$ cat src/rtl/shift_pkg.sv
// Package: shared types for the shift unit.
// Assumes: mode is a 2-bit code; the low bit only matters when the high bit is set.
package shift_pkg;
    typedef enum logic [1:0] {
        MODE_LEFT     = 2'b00,
        MODE_LEFT_ALT = 2'b01,
        MODE_RIGHT_LG = 2'b10,
        MODE_RIGHT_AR = 2'b11
    } shift_mode_e;
endpackage

$ cat src/rtl/shift_stage.sv
// Module: one conditional stage of the left core.
// It shifts by a fixed distance DIST, or passes the bus straight through.
// The shifted path is pure rewiring; the only logic is a two-way select.
// Assumes: 0 < DIST < WIDTH.
module shift_stage #(
    parameter int WIDTH = 32,
    parameter int DIST  = 1
) (
    input  logic [WIDTH-1:0] din,
    input  logic             en,
    input  logic             fill,
    output logic [WIDTH-1:0] dout
);
    logic [WIDTH-1:0] moved;

    // Rewire the bus up by DIST positions and put fill into the freed positions.
    always_comb moved = {din[WIDTH-1-DIST:0], {DIST{fill}}};

    // Choose the shifted or the untouched bus.
    always_comb dout = en ? moved : din;
endmodule

$ cat src/rtl/bit_mirror.sv
// Module: reverses the bit order of a bus; bit i goes to bit WIDTH-1-i.
// It uses wires only.
module bit_mirror #(
    parameter int WIDTH = 32
) (
    input  logic [WIDTH-1:0] din,
    output logic [WIDTH-1:0] dout
);
    genvar i;
    generate
        for (i = 0; i < WIDTH; i++) begin : g_swap
            assign dout[i] = din[WIDTH-1-i];
        end
    endgenerate
endmodule

$ cat src/rtl/left_core.sv
// Module: staged left shifter with an external fill bit.
// It is a cascade of SHAMT_W stages with distances 2^(SHAMT_W-1) down to 1.
// Amount bit k enables the stage of distance 2^k.
// Assumes: WIDTH is a power of two and SHAMT_W = log2(WIDTH).
module left_core #(
    parameter int WIDTH   = 32,
    parameter int SHAMT_W = $clog2(WIDTH)
) (
    input  logic [WIDTH-1:0]   din,
    input  logic [SHAMT_W-1:0] amt,
    input  logic               fill,
    output logic [WIDTH-1:0]   dout
);
    logic [WIDTH-1:0] level [0:SHAMT_W];

    // The first level is the raw operand.
    always_comb level[0] = din;

    genvar s;
    generate
        for (s = 0; s < SHAMT_W; s++) begin : g_stage
            localparam int BITSEL = SHAMT_W - 1 - s;
            shift_stage #(.WIDTH(WIDTH), .DIST(1 << BITSEL)) u_stage (
                .din  (level[s]),
                .en   (amt[BITSEL]),
                .fill (fill),
                .dout (level[s+1])
            );
        end
    endgenerate

    // The last level is the core result.
    always_comb dout = level[SHAMT_W];

    // Check that every vacated low bit carries the fill value.
    always_comb begin
        for (int i = 0; i < WIDTH; i++) begin
            if (i < int'(amt)) begin
                AST_CORE_FILL: assert (dout[i] == fill);
            end
        end
    end
endmodule

$ cat src/rtl/shift_unit.sv
// Module: three-mode shift unit built on a single left core.
// Right shifts mirror the operand into the core and mirror the result back out.
// The fill bit is 0 for logical shifts and operand_b[WIDTH-1] for the arithmetic shift.
// Assumes: purely combinational; no clock and no reset.
module shift_unit #(
    parameter int WIDTH   = 32,
    parameter int SHAMT_W = $clog2(WIDTH)
) (
    input  logic [WIDTH-1:0]   operand_b,
    input  logic [SHAMT_W-1:0] shamt,
    input  logic [1:0]         mode,
    output logic [WIDTH-1:0]   result
);
    import shift_pkg::*;

    shift_mode_e      mode_e;
    logic             go_right;
    logic             fill_bit;
    logic [WIDTH-1:0] mirrored_in;
    logic [WIDTH-1:0] core_in;
    logic [WIDTH-1:0] core_out;
    logic [WIDTH-1:0] mirrored_out;

    // Decode the mode: direction select and fill source.
    always_comb begin
        mode_e   = shift_mode_e'(mode);
        go_right = (mode_e == MODE_RIGHT_LG) || (mode_e == MODE_RIGHT_AR);
        fill_bit = (mode_e == MODE_RIGHT_AR) ? operand_b[WIDTH-1] : 1'b0;
    end

    bit_mirror #(.WIDTH(WIDTH)) u_mirror_in (
        .din  (operand_b),
        .dout (mirrored_in)
    );

    // Feed the core either the plain operand or its mirror.
    always_comb core_in = go_right ? mirrored_in : operand_b;

    left_core #(.WIDTH(WIDTH), .SHAMT_W(SHAMT_W)) u_core (
        .din  (core_in),
        .amt  (shamt),
        .fill (fill_bit),
        .dout (core_out)
    );

    bit_mirror #(.WIDTH(WIDTH)) u_mirror_out (
        .din  (core_out),
        .dout (mirrored_out)
    );

    // Undo the mirror for right shifts.
    always_comb result = go_right ? mirrored_out : core_out;

    // Port-level checks on the vacated positions and the pass-through case.
    always_comb begin
        if (shamt == '0) begin
            AST_ZERO_PASS: assert (result == operand_b);
        end
        for (int i = 0; i < WIDTH; i++) begin
            if (i < int'(shamt) && mode == 2'b00) begin
                AST_LEFT_ZERO: assert (result[i] == 1'b0);
            end
            if (i < int'(shamt) && mode == 2'b10) begin
                AST_RIGHT_ZERO: assert (result[WIDTH-1-i] == 1'b0);
            end
            if (i < int'(shamt) && mode == 2'b11) begin
                AST_SIGN_FILL: assert (result[WIDTH-1-i] == operand_b[WIDTH-1]);
            end
        end
    end
endmodule

$ cat config.mk
export PLATFORM = sky130hd
export DESIGN_NAME = shift_unit
export DESIGN_NICKNAME = d
export VERILOG_FILES = /design/src/rtl/shift_pkg.sv /design/src/rtl/shift_stage.sv /design/src/rtl/bit_mirror.sv /design/src/rtl/left_core.sv /design/src/rtl/shift_unit.sv
export SDC_FILE = /design/constraint.sdc
export NUM_CORES = 1
export LEC_CHECK = 0
export ABC_AREA = 1
export BUFFER_PORTS_ARGS = -buffer_cell sky130_fd_sc_hd__buf_4
export CORE_ASPECT_RATIO = 0.75
export CORE_MARGIN = 1.5
export CORE_UTILIZATION = 57
export DETAILED_ROUTE_END_ITERATION = 16
export PLACE_DENSITY = 0.85
export SLEW_MARGIN = 15
export SYNTH_ARGS = -nofsm -noshare
export SYNTH_HDL_FRONTEND = slang
export SYNTH_SLANG_ARGS = --single-unit
$ cat constraint.sdc
create_clock -name vclk -period 3.1
set_clock_uncertainty 0.1 [all_clocks]
set_input_delay 0.93 -clock vclk [all_inputs]
set_output_delay 0.93 -clock vclk [all_outputs]
set_load 0.01 [all_outputs]
==> results of run 1 <==
-- cells in the mapped netlist --
cell type / number
nand3_2: 18
nand2_4: 2
buf_2: 31
nor2_4: 1
inv_1: 35
nand3_1: 272
buf_8: 1
buf_6: 4
nand2_1: 218
buf_1: 4
inv_2: 2
buf_4: 4
clkbuf_1: 3
nand2_2: 1
nand4_2: 1
o21ai_0: 1
-- metrics by stage --
stage | setup slack, ns | cells | setup TNS (ns)
floorplan | 0.0807 | 598 | 0
global placement | -0.322 | 699 | -8.19
detailed placement | -0.337 | 699 | -9.39
-- cells by family after synthesis --
group / after synthesis
AOI/OAI and AO/OA: 1
and+or+nand+nor: 513
buffers and inverters: 84
==> flow_metrics.py, run 1 <==
metrics = {
    "run_status": {
        "run_status": "did not finish",
        "stop_stage": "4_1_cts",
        "error_line": "[ERROR DPL-0038] Utilization greater than 100%, impossible to legalize",
    },
    "logic_synthesis": {
        "synth_compound_area_share_pct": 0.177,
        "yosysWarnings": 0,
        "synth-simple-area-share_pct": 85.3,
        "synthesis.instances": 598,
        "synth_top_family_by_area": "simple AND/OR/NAND/NOR gates",
        "syn_nets": 637,
        "synth_top_area_cell": "nand3_1",
        "synth.mux.area_fraction_pct": 0,
        "netlist_area_um2": 2830,
        "synth_fa_ha_area_share_pct": 0,
        "avgSynthCellArea_um2": 4.73,
        "synth-xor-area-share_pct": 0,
        "synth.top_cell.area_share_pct": 48.1,
        "ys_top_cells_by_area": "nand3_1, nand2_1, nand3_2, buf_2, inv_1",
        "yosysUniqueCellTypes": 16,
        "seq_area_frac_synth_pct": 0,
    },
    "floorplanning": {
        "initial_core_util_pct": 61.1,
        "die_h_um": 64.0,
        "ios": 71,
        "rows": 21,
        "die_w_um": 84.3,
    },
    "placed_design": {
        "hpwl_um": 8490,
        "portBuffers": 71,
        "gp_congestion": 1.06,
        "dpl_cell_area_um2": 3420,
    },
    "cts": {
        "cts_resized": 268,
        "post_cts_buffers": 9,
        "hold_buffers": 0,
    },
}
==> run 2: changes to the inputs <==
--- a/config.mk
+++ b/config.mk
@@ -7,11 +7,10 @@
 export LEC_CHECK = 0
 export ABC_AREA = 1
 export BUFFER_PORTS_ARGS = -buffer_cell sky130_fd_sc_hd__buf_4
-export CORE_ASPECT_RATIO = 0.75
 export CORE_MARGIN = 1.5
-export CORE_UTILIZATION = 57
+export CORE_UTILIZATION = 40
 export DETAILED_ROUTE_END_ITERATION = 16
-export PLACE_DENSITY = 0.85
+export PLACE_DENSITY_LB_ADDON = 0.15
 export SLEW_MARGIN = 15
 export SYNTH_ARGS = -nofsm -noshare
 export SYNTH_HDL_FRONTEND = slang
==> run 2 against run 1 <==
  * The flow now finishes, with violations (negative setup slack)
  * Synthesized cell count stayed put
  * Synthesized area did not move
==> flow_metrics.py, run 2 <==
metrics = {
    "final_layout": {
        "area_growth_pct": 63.1,
        "final_nets": 690,
        "fill_cells": 618,
        "seq_cell_count": 0,
        "seq_area_um2": 0,
        "final_cell_mix": "nand2_1, nand3_2, nand3_1",
        "clock_buffers": 0,
        "final_common_cell": "nand2_1",
        "diodes": 0,
        "drive_gt1_share_pct": 47.1,
    },
    "route": {
        "drc_errors": 0,
        "dr.pass1.iters": 6,
        "vias_per_cell": 6.19,
        "first_iter_violations": 695,
        "wl_um": 12900,
        "post_drt_wl_per_cell_um": 17.3,
        "vias": 4614,
        "postRouteAntennaNets": 0,
    },
    "timing": {
        "hold_viol": 0,
        "worstMarginPinSlew_ns": 0.451,
        "finalSetupViolCount": 32,
        "setup_slack_ns": -0.391,
        "hold_slack_ns": 2.28,
        "finalCriticalPeriod_ns": 3.49,
        "drv_slew": 0,
        "relSlewSlack_pct": 69.9,
        "rsz0062_at_grt": "yes",
        "timing.fmax_mhz": 286,
        "fin_crit_sh_pct": 113,
    },
    "critical_path": {
        "cp_max_fo": 14,
        "cp.required_ns": 2.07,
        "worstSetupStartpointType": "input port",
        "worstSetupPathType": "input port to output port",
        "setup.worst_path.end_class": "output port",
        "cp.arrival_ns": 2.46,
    },
    "logic_synthesis": {
        "synth.top_cells.by_count": "nand3_1, nand2_1, inv_1",
        "yosysUniqueCellTypes": 16,
        "synth_top_area_cell": "nand3_1",
        "ys_top_cells_by_area": "nand3_1, nand2_1, nand3_2, buf_2, inv_1",
        "synth.top_cell.area_share_pct": 48.1,
        "seq_area_frac_synth_pct": 0,
        "synthesis.instances": 598,
        "syn_nets": 637,
        "avgSynthCellArea_um2": 4.73,
        "post-synth-top-count-cell": "nand3_1",
        "yosysWarnings": 0,
        "netlist_area_um2": 2830,
    },
    "flow_run": {
        "drv_cap": 0,
    },
    "cts": {
        "post_cts_buffers": 0,
        "hold_buffers": 0,
    },
    "floorplanning": {
        "ios": 71,
        "rows": 30,
        "die_h_um": 87.1,
        "die_w_um": 87.1,
        "core_area_um2": 6830,
        "initial_core_util_pct": 41.4,
        "dieArea_um2": 7580,
    },
    "placed_design": {
        "gp_congestion": 1.01,
        "portBuffers": 71,
        "hpwl_um": 8300,
    },
    "run_status": {
        "violations": "negative setup slack",
        "run_status": "finished, violations left",
    },
    "global_routing": {
        "first_global_vias": 3990,
        "grt_max_degree": 34,
        "grt_pass1_wl_um": 19100,
        "grt.overflow.total": 0,
        "grtUsageTotal_pct": 30.9,
        "grt_antenna_before_repair": 0,
    },
    "min_path": {
        "hp-start": "shamt[1]",
        "hp-class": "input port to output port",
        "whs_path_depth": 6,
        "min_delay_worst_endpoint": "result[26]",
    },
    "power": {
        "ir_drop_mv": 0.123,
        "p_per_area_nw_per_um2": 190,
        "power.leakage_nw": 2.47,
        "p_total_mw": 0.875,
    },
}
## run 2: cell counts after synthesis
No cell type changed its count.
## run 2: final cells by class
cell class | instances | area (um2) | share of cell area (%)
tap | 96 | 120 | 2.60
timing repair buffer | 98 | 925 | 20.0
multi-input combinational | 514 | 3420 | 74.1
inverter | 37 | 151 | 3.28
## run 2: logic make-up (layout without fill, tap and decap cells)
group | after synthesis | after routing | share of synthesized area, %
buffers and inverters | 84 | 135 | 14.5
and+or+nand+nor | 513 | 513 | 85.3
AOI/OAI and AO/OA | 1 | 1 | 0.177
## run 2: metal layers
metal / routed length [um] / track usage [%] / vias up
li1: - / - / 2126
met2: 5960 / 51.9 / 311
met4: 464 / 7.04 / 0
met3: 1250 / 2.09 / 53
met5: 0 / 0 / -
met1: 5200 / 43.1 / 2124
## run 2: critical path, stage by stage
cell	delay [ns]
buf_12	0.13
inv_8	0.09
buf_12	0.14
nand2_1	0.09
nand3_2	0.11
nand2_1	0.10
nand2_2	0.10
nand3_2	0.12
nand3_1	0.18
nand3_2	0.13
nand3_1	0.11
nand2_1	0.07
buf_4	0.15
## run 2: what timing repair did
action / CTS / global route
endpoints found under the setup margin: 32 / 32
gates resized for setup: 125 / 93
pin swaps: 14 / 26
gates cloned: 3 / 1
## run 2: through the flow
step	TNS [ns]	util, %	setup slack (ns)	instance area (um2)	cells
after floorplan	0	-	0.0807	2830	598
after global placement	-9.00	50.8	-0.339	3470	741
after detailed placement	-9.80	50.8	-0.360	3470	741
after CTS	-5.13	60.5	-0.202	4130	744
after global routing	-10.65	67.5	-0.418	4610	745
final	-8.07	67.5	-0.391	4610	745
## run 2: worst max path at each step
stage                  start    endpoint  slack, ns  cells after the start
finish               mode[1]  result[27]      -0.39                     13
global route         mode[1]  result[27]      -0.42                     13
CTS                  mode[1]  result[12]      -0.20                     14
detailed placement   mode[1]  result[23]      -0.36                     13
global placement     mode[1]  result[11]      -0.34                     13
floorplan           shamt[4]  result[29]       0.08                     11
## run 2: report_power, final
group	internal [mW]	switching (mW)	total, mW
sequential	0	0	0
clock	0	0	0
combinational	0.341	0.534	0.875
total	0.341	0.534	0.875
No activity file was read; power rests on OpenSTA's default activity.
==> run 3: changes to the inputs <==
--- a/config.mk
+++ b/config.mk
@@ -11,6 +11,7 @@
 export CORE_UTILIZATION = 40
 export DETAILED_ROUTE_END_ITERATION = 16
 export PLACE_DENSITY_LB_ADDON = 0.15
+export SETUP_SLACK_MARGIN = 0.5
 export SLEW_MARGIN = 15
 export SYNTH_ARGS = -nofsm -noshare
 export SYNTH_HDL_FRONTEND = slang
==> constraint.sdc (replaced) <==
create_clock -name vclk -period 4.5
set_clock_uncertainty 0.1 [all_clocks]
set_input_delay 1.35 -clock vclk [all_inputs]
set_output_delay 1.35 -clock vclk [all_outputs]
set_load 0.01 [all_outputs]
==> run 3 against run 2 <==
  * The flow now finishes without violations
  * Global-route usage up 0.12 points
  * Utilization up 7.9 points
  * Critical path depth unchanged
  * Sequential share of layout area unchanged
  * Count of clock-buffer cells in the layout unchanged
  * Combinational power down 23%
  * Largest cell class unchanged
  * Largest power group unchanged
==> flow_metrics.py, run 3 (synthesized netlist as in run 2, its figures left out) <==
metrics = {
    "run_status": {
        "run_status": "complete, no violations",
    },
    "final_layout": {
        "fill_cells": 491,
        "seq_cell_count": 0,
        "final_nets": 690,
        "fin_util_pct": 75.4,
        "area_growth_pct": 82.2,
        "final_cell_mix": "nand3_2, nand2_1, nand3_1",
        "drive_gt1_share_pct": 59.9,
        "seq_area_um2": 0,
        "final_common_cell": "nand3_2",
        "multiInputGateArea_um2": 3890,
        "clock_buffers": 0,
        "diodes": 0,
    },
    "min_path": {
        "whs_path_depth": 5,
        "hp-class": "input port to output port",
    },
    "route": {
        "dr.pass1.iters": 5,
        "vias": 4938,
        "drc_errors": 0,
        "wl_um": 15200,
        "vias_per_cell": 6.63,
        "postRouteAntennaNets": 0,
        "post_drt_wl_per_cell_um": 20.4,
        "first_iter_violations": 821,
    },
    "timing": {
        "finalSetupViolCount": 0,
        "fin_crit_sh_pct": 97.2,
        "relSlewSlack_pct": 57.6,
        "worstMarginPinSlew_ns": 0.635,
        "hold_slack_ns": 3.17,
        "drv_slew": 0,
        "final.setup.tns_ns": 0,
        "timing.fmax_mhz": 229,
        "rsz0062_at_grt": "yes",
        "finalCriticalPeriod_ns": 4.37,
        "hold_viol": 0,
    },
    "global_routing": {
        "grt_pass1_wl_um": 19100,
        "first_global_vias": 3959,
        "grt_max_degree": 34,
        "grtUsageTotal_pct": 31.1,
        "grt.overflow.total": 0,
        "grt_antenna_before_repair": 0,
    },
    "floorplanning": {
        "rows": 30,
        "ios": 71,
        "die_h_um": 87.1,
        "initial_core_util_pct": 41.4,
        "core_area_um2": 6830,
        "die_w_um": 87.1,
        "dieArea_um2": 7580,
    },
    "power": {
        "power.leakage_nw": 2.66,
        "p_per_area_nw_per_um2": 132,
        "ir_drop_mv": 0.0956,
    },
    "flow_run": {
        "drv_cap": 0,
    },
    "critical_path": {
        "cp.required_ns": 3.05,
        "cp.arrival_ns": 2.92,
        "cp_max_fo": 13,
        "setup.worst_path.end_class": "output port",
        "worstSetupStartpointType": "input port",
        "worstSetupPathType": "input port to output port",
    },
    "placed_design": {
        "gp_congestion": 1.03,
        "hpwl_um": 8100,
        "portBuffers": 71,
    },
    "cts": {
        "hold_buffers": 0,
    },
}
==> run 3: cell types whose count changed in the layout (fill, tap and decap cells not counted), moves of 4 or more <==
cell       delta
nand3_1      -38
buf_6         +5
buf_4         -9
nand3_4      +10
nand3_2      +28
clkbuf_16     +4
nand2_1      -45
nand2_2      +32
nand2_4      +12
==> run 3: per-layer routing <==
layer / track usage (%) / routed length (um) / share of wire, % / vias up
met5: 0 / 0 / 0 / -
met4: 11.0 / 959 / 6.3 / 0
met3: 3.22 / 1760 / 12 / 116
met2: 49.2 / 6810 / 45 / 473
met1: 43.4 / 5650 / 37 / 2217
li1: - / - / - / 2132
==> run 3: path summary, 6_finish.rpt <==
kind	start	endpoint	slack, ns
worst max-delay path	mode[1]	result[21]	0.13
worst min-delay path	shamt[0]	result[30]	3.17
==> run 3: per-stage QoR <==
step / instances / power, mW / worst slack, ns / instance area, um2
after floorplan: 598 / 0.296 / 0.641 / 2830
after global placement: 732 / 0.448 / 0.250 / 3390
after detailed placement: 732 / 0.451 / 0.229 / 3390
after CTS: 740 / 0.515 / 0.314 / 4050
after global routing: 745 / 0.715 / 0.109 / 5150
final: 745 / 0.678 / 0.125 / 5150
==> run 3: area by class of cell <==
type                       count  share of cell area, %
timing repair buffer          97                   19.3
multi-input combinational    515                   75.5
tap                           96                   2.33
inverter                      37                   2.84
==> run 3: timing repair <==
| action | CTS | global route |
|---|---|---|
| setup buffers | 4 | 0 |
| setup endpoints to repair | 32 | 32 |
| gates cloned | 4 | 5 |
| gates resized for setup | 108 | 218 |
| pin swaps | 23 | 69 |
==> run 3: where the power goes <==
| group | switching (mW) | internal [mW] | leakage (nW) |
|---|---|---|---|
| registers | 0 | 0 | 0 |
| clock network | 0 | 0 | 0 |
| logic | 0.420 | 0.258 | 2.66 |
==> run 3: worst max-delay path: stages <==
cell and delay (ns):
buf_12 0.12, buf_12 0.13, buf_12 0.14, nand2_1 0.10, nand3_2 0.12, nand2_1 0.12
nand2_2 0.11, nand3_4 0.12, nand3_2 0.10, nand3_2 0.13, nand3_1 0.12, nand2_2 0.12
buf_4 0.12
==> run 4: changes to the inputs <==
--- a/config.mk
+++ b/config.mk
@@ -5,7 +5,6 @@
 export SDC_FILE = /design/constraint.sdc
 export NUM_CORES = 1
 export LEC_CHECK = 0
-export ABC_AREA = 1
 export BUFFER_PORTS_ARGS = -buffer_cell sky130_fd_sc_hd__buf_4
 export CORE_MARGIN = 1.5
 export CORE_UTILIZATION = 40
==> run 4 against run 3 <==
  * The run now ends with negative setup slack left
  * Utilization down 0.86 points
  * Sequential share of layout area unchanged
  * Cell count up 2.7%
  * Hold slack better by 0.084 ns
  * Power up 24%
  * Largest cell class unchanged
==> flow_metrics.py, run 4 <==
metrics = {
    "placed_design": {
        "dp.cells": 741,
        "dpl_cell_area_um2": 4970,
        "portBuffers": 71,
        "hpwl_um": 12600,
        "gp_congestion": 1.03,
        "post-place-ws_ns": -0.468,
    },
    "critical_path": {
        "cp.arrival_ns": 3.48,
        "crit_family": "multiplexers",
        "cp.required_ns": 3.05,
        "critical_path_buf_inv_count": 5,
        "cp_cell_sequence": "buf_12 -> buf_12 -> buf_12 -> buf_6 -> mux2i_4 -> mux4_2 -> or3_1 -> o211ai_1 -> a21oi_1 -> a21oi_2 -> buf_4",
        "worstSetupPathType": "input port to output port",
        "worstSetupStartpointType": "input port",
        "max_stage_delay_ns": 0.54,
        "crit_path_frequent_cell": "buf_12",
        "setup.worst_path.end_class": "output port",
        "cp_max_fo": 6,
        "cpMaxStageDelayCell": "mux4_2",
    },
    "route": {
        "vias_per_cell": 6.67,
        "vias": 5106,
        "drc_errors": 0,
        "wl_um": 17000,
        "postRouteAntennaNets": 0,
        "post_drt_wl_per_cell_um": 22.3,
        "dr.pass1.iters": 6,
        "first_iter_violations": 548,
    },
    "timing": {
        "finalSetupViolCount": 32,
        "fin_crit_sh_pct": 110,
        "relSlewSlack_pct": 66.7,
        "hold_viol": 0,
        "finalCriticalPeriod_ns": 4.93,
        "hold_slack_ns": 3.25,
        "timing.fmax_mhz": 203,
        "setup_slack_ns": -0.430,
        "worstMarginPinSlew_ns": 0.492,
        "rsz0062_at_grt": "yes",
        "final.setup.tns_ns": -9.84,
        "drv_slew": 0,
    },
    "global_routing": {
        "grt_pass1_wl_um": 25200,
        "grt_max_degree": 41,
        "grt.overflow.total": 0,
        "grtUsageTotal_pct": 37.2,
        "grt_antenna_before_repair": 0,
        "first_global_vias": 4791,
    },
    "final_layout": {
        "clock_buffers": 0,
        "seq_cell_count": 0,
        "fill_cells": 584,
        "area_growth_pct": 79.6,
        "fin_util_pct": 74.5,
        "final_common_cell": "buf_4",
        "final_nets": 704,
        "stdcell_area_um2": 5760,
        "seq_area_um2": 0,
        "final_cells": 765,
        "drive_gt1_share_pct": 55.5,
        "final_cell_mix": "buf_4, nand2_1, nor2_1",
        "diodes": 0,
    },
    "floorplanning": {
        "core_area_um2": 7730,
        "die_h_um": 92.6,
        "initial_core_util_pct": 41.5,
        "die_w_um": 92.6,
        "rows": 32,
        "ios": 71,
        "dieArea_um2": 8570,
    },
    "run_status": {
        "violations": "negative setup slack",
        "run_status": "finished, violations left",
    },
    "logic_synthesis": {
        "seq_area_frac_synth_pct": 0,
        "avgSynthCellArea_um2": 7.02,
        "syn_nets": 496,
        "yosysWarnings": 0,
        "synthesis.instances": 457,
        "synth.top_cells.by_count": "nand2_1, mux2i_1, nor2_1",
        "post-synth-top-count-cell": "nand2_1",
        "synth.top_cell.area_share_pct": 15.0,
        "netlist_area_um2": 3210,
        "synth_top_area_cell": "mux2i_1",
        "ys_top_cells_by_area": "mux2i_1, mux4_2, nand2_1, o22ai_1, a22oi_1",
        "yosysUniqueCellTypes": 70,
    },
    "min_path": {
        "hp-class": "input port to output port",
    },
    "flow_run": {
        "drv_cap": 0,
    },
    "power": {
        "power.leakage_nw": 2.48,
        "p_per_area_nw_per_um2": 146,
        "p_total_mw": 0.840,
        "ir_drop_mv": 0.0947,
    },
    "cts": {
        "hold_buffers": 0,
    },
}
## run 4: area by class of cell
class | instances | area (um2) | share of cell area [%]
well taps | 102 | 128 | 2.22
repair buffers | 250 | 2070 | 35.9
multi-input cells | 407 | 3540 | 61.5
inverters | 6 | 22.5 | 0.391
## run 4: final timing paths
check	to	slack (ns)	start	cells past startpoint
min	result[2]	3.25	shamt[1]	5
max	result[26]	-0.43	mode[1]	11
## run 4: power by group
| part | internal, mW | switching, mW |
|---|---|---|
| clock | 0 | 0 |
| sequential | 0 | 0 |
| combinational | 0.419 | 0.421 |
## run 4: worst min-delay path, stage by stage
cell	delay (ns)
buf_4	0.19
nand3_1	0.13
o21ai_2	0.08
a21oi_2	0.12
buf_4	0.13
## run 4: cells by family after synthesis
| kind of cell | after synthesis | synth area share, % |
|---|---|---|
| and+or+nand+nor | 163 | 24.4 |
| buffers and inverters | 50 | 8.00 |
| AOI/OAI and AO/OA | 171 | 39.2 |
| muxes | 73 | 28.4 |
## run 4: repair_timing
action	4_1_cts	5_1_grt
setup endpoints to repair	32	32
setup buffers	16	6
pin swaps	19	20
cloned	0	2
resized for setup	49	71
## run 4: routing by layer
| layer | vias to the layer above | share of wire (%) | GRT usage (%) |
|---|---|---|---|
| met4 | 0 | 3.8 | 11.9 |
| li1 | 2255 | - | - |
| met5 | - | 0 | 0 |
| met2 | 334 | 47 | 62.9 |
| met3 | 52 | 9.5 | 5.67 |
| met1 | 2465 | 39 | 48.2 |
